<file path="src/rtl/rs_sat_acc.sv">
module rs_sat_acc #(
    parameter int W  = 48,
    parameter int IW = 10
) (
    input  logic          clk,
    input  logic          rst_n,
    input  logic          clr,
    input  logic          en,
    input  logic [IW-1:0] inc,
    output logic [W-1:0]  acc
);
    logic [W:0] sum;

    assign sum = {1'b0, acc} + {{(W+1-IW){1'b0}}, inc};

    always_ff @(posedge clk or negedge rst_n) begin
        if (!rst_n) begin
            acc <= '0;
        end else if (clr) begin
            acc <= '0;
        end else if (en) begin
            acc <= sum[W] ? {W{1'b1}} : sum[W-1:0];
        end
    end

    AST_ACC_NO_WRAP: assert property (@(posedge clk) disable iff (!rst_n)
        !clr |=> acc >= $past(acc));
    AST_ACC_HOLD_TOP: assert property (@(posedge clk) disable iff (!rst_n)
        (!clr && (&acc)) |=> (&acc));
endmodule

</file>
<file path="config.mk">
export PLATFORM = sky130hd
export DESIGN_NAME = rs_sat_acc
export DESIGN_NICKNAME = d
export VERILOG_FILES = /design/src/rtl/rs_sat_acc.sv
export SDC_FILE = /design/constraint.sdc
export NUM_CORES = 1
export LEC_CHECK = 0
export BUFFER_PORTS_ARGS = -buffer_cell sky130_fd_sc_hd__buf_2
export CAP_MARGIN = 40
export CORE_MARGIN = 1
export CORE_UTILIZATION = 45
export CTS_BUF_LIST = sky130_fd_sc_hd__clkbuf_4
export CTS_CLUSTER_SIZE = 16
export DETAILED_ROUTE_END_ITERATION = 10
export GPL_ROUTABILITY_DRIVEN = 0
export PLACE_DENSITY = 0.67
export SLEW_MARGIN = 10
export SYNTH_ARGS = -nofsm -noshare
export SYNTH_HDL_FRONTEND = slang
export SYNTH_SLANG_ARGS = --single-unit
</file>
<file path="constraint.sdc">
create_clock -name clk -period 2.9 [get_ports clk]
set_input_delay 0.87 -clock clk [delete_from_list [all_inputs] [get_ports clk]]
set_output_delay 0.87 -clock clk [all_outputs]
set_load 0.02 [all_outputs]
</file>
==> metrics.txt <==
Comb pwr share=0.240; CTS Hold Bufs=0; Max-Cap Viols=0; initial DRC count=just over 200; cts bufs inserted=5; post-CTS setup repair buffer count=0; Ports=62; Final #Nets=461; Antenna diodes=0; Slowest cell on crit path=fa_2; top cells by area, synth=dfrtp_1, nor2_1, ha_1, a21oi_1, a211oi_1; HP Class=input pin to asynchronous set/reset pin; setup ws final=between 150 and 200 ps; Final Hold Vio Count=0; cell taking the most area after synthesis=dfrtp_1; largest registers=acc (48); run status=finished, final reports clean; Slew Limit Fails=0; clock share of power=0.237; most frequent cell after synthesis=dfrtp_1; Reg-to-Reg Start=acc[0]$_DFFE_PN0P_; Unique masters post-synth=59; cell area after synthesis=between 0.003 and 0.004 sq mm; CTS tree=built; Synth warnings=0; sw frac=0.301; Initial Util=0.478; max reg flops=between 40 and 50; largest reg by FF count=acc; clock transition at the registers of the reported paths=140 ps; element type at the critical path end=flip-flop; Leakage=between 1.5 and 2 nW; Residual DRC=0; Max Clock Skew=approximately 11 ps; CTS Buffer Depth=2; first drt pass iteration count=4; met1 usage=0.370; via count=between 3000 and 4000; worst skew pair latency=between 300 and 400 ps; unrepaired setup endpoints after global routing=no; total global routing overflow=0; multiplexer share of the synthesized area=0.0224; final period utilization=0.944; total track usage=0.249; critical setup path kind=input pin to flip-flop; met3 Usage GRT=0.0311; Slew headroom=0.682; fmax=0.365 GHz; asr flop ratio synth=1.00; largest net degree at the start of global routing=36; WP data arrival=around 3000 ps; antenna violations before repair=0; Area Growth Syn to Fin=24.4%; DP Worst Slack=-249 ps; Final Setup Violations=0; crit path launch type=input pin; routed len/inst=between 15 and 20 microns; Fill cells=roughly 600; largest family of logic cells by synthesized area=simple AND/OR/NAND/NOR gates; die area=~0.0073 sq mm; maximum VDD drop=around 0.24 mV; r2r setup slk=330 ps; Power Internal=between 0.9 and 1 mW; top post-synthesis cells by count=dfrtp_1, nor2_1, a21oi_1, nand2_1; pwr dens=~350 mW/mm^2; average cell area after synthesis=between 9 and 10 sq um; DP HPWL=6570 microns; post-layout util=0.595; Crit path max-delay family=compound AO/OA/AOI/OAI gates; IO buf count=roughly 60; CTS resizes=0; Routed WL=between 8000 and 9000 microns; Mapped Cells=between 300 and 400; R2R cell count=10; Worst path max stage delay=about 400 ps; CP required=roughly 3200 ps; Reg power frac=0.522; synthesized flop and latch total=48; GRT busiest layer=met2; Routed Antenna Nets=0; vias in the first global route=2883; EDFF count, synth=0; Top FF cell, synth=dfrtp_1; Synth top area share=0.385; met2 usage=0.386; sequential element share of the synthesized area=0.385; Adder-Cell Fraction of Synth Area=0.0465; complex-gate fraction of the synthesized area=0.234; Root Driver=clkbuf_4; Vias/cell=6.07; share of layout cells above drive strength 1=0.327; simple-gate share of the synthesized area=0.246; Synthesized Nets=roughly 360; clock sink count=48; Max FO, Critical Path=5; crit-path cells=buf_2, ha_4, fa_2, a211oi_2, o21ai_2, a211oi_4, buf_4, nor3_4, nor2b_2, and3_4, a311oi_2; Rows=29; P_sw=between 0.4 and 0.5 mW; Post-Synth XOR/XNOR Area=0.0280; Hold Slack=roughly 400 ps; H-tree levels=2; Tmin final=roughly 2700 ps; die height=about 85 microns; wire length of the first global-routing pass=14500 microns; core region area=0.00653 sq mm; Reg-to-Reg End=acc[37]$_DFFE_PN0P_; Die Wd=approximately 85 microns; Tightest Pin Transition=between 400 and 500 ps; Worst Path Buf+Inv=2
==> per-stage QoR <==
stage               std cells  setup TNS [ps]  instance area, sq um  total power, mW
global placement          505           -3700                  3810             1.03
CTS                       514               0                  3880             1.36
detailed placement        506           -4880                  3830             1.04
floorplan                 337               0                  3160            0.916
global route              514               0                  3880             1.42
finish                    514               0                  3880             1.34
==> cell families (layout without fill, tap and decap cells) <==
family	Yosys count	after routing
multiplexers	7	7
AO/OA/AOI/OAI	104	104
XOR/XNOR	10	10
AND/OR/NAND/NOR	138	138
flip-flops	48	48
buffers and inverters	19	119
adder cells (fa/ha/maj)	11	11
==> metal layers <==
metal,wire length (microns),vias up
met5,0,-
met4,137,0
met3,469,16
met2,3890,95
met1,4050,1517
li1,-,1493
==> how the worst max path moves through the flow <==
stage / to / startpoint / depth (start not counted)
after detailed placement: acc[37]$_DFFE_PN0P_ / inc[0] / 11
after global placement: acc[37]$_DFFE_PN0P_ / inc[0] / 11
final: acc[37]$_DFFE_PN0P_ / inc[0] / 11
after floorplan: acc[37]$_DFFE_PN0P_ / inc[0] / 10
after CTS: acc[37]$_DFFE_PN0P_ / inc[0] / 11
after global routing: acc[38]$_DFFE_PN0P_ / inc[6] / 10
==> power by group through the flow <==
stage          Combinational (mW)  Clock (mW)  Sequential [mW]
2_1_floorplan               0.182           0            0.734
3_3_place_gp                0.313           0            0.714
3_5_place_dp                0.322           0            0.714
4_1_cts                     0.323       0.332            0.702
5_1_grt                     0.358       0.359            0.704
6_report                    0.323       0.319            0.702
==> placed cells by master, fill, tap and decap left out, types with 4 or more instances in the layout <==
cell type,Yosys,layout
a211oi_1,15,14
o21ai_0,15,15
nand2_1,24,24
and3_1,7,7
buf_4,0,45
nand4_1,7,7
o21a_1,4,4
a41oi_1,8,8
a21oi_1,24,24
dfrtp_1,48,48
and2_1,8,8
xnor2_1,5,5
a31oi_1,5,5
buf_2,1,61
o22ai_1,4,4
a311oi_1,8,8
nand3_1,13,13
nor2_1,36,36
ha_1,10,9
xor2_1,5,5
clkbuf_4,2,7
nor3_1,15,15
a21o_1,6,6
mux2i_1,7,7
==> layout make-up <==
type	count	area [sq um]	share of cell area
Multi-Input combinational cell	270	1840	0.473
Sequential cell	48	1200	0.309
Timing Repair Buffer	108	683	0.176
Tap cell	77	96.3	0.0248
Clock buffer	7	52.6	0.0135
Inverter	3	11.3	0.00290
Clock inverter	1	3.75	0.000966
(Power assumes the default switching activity.)
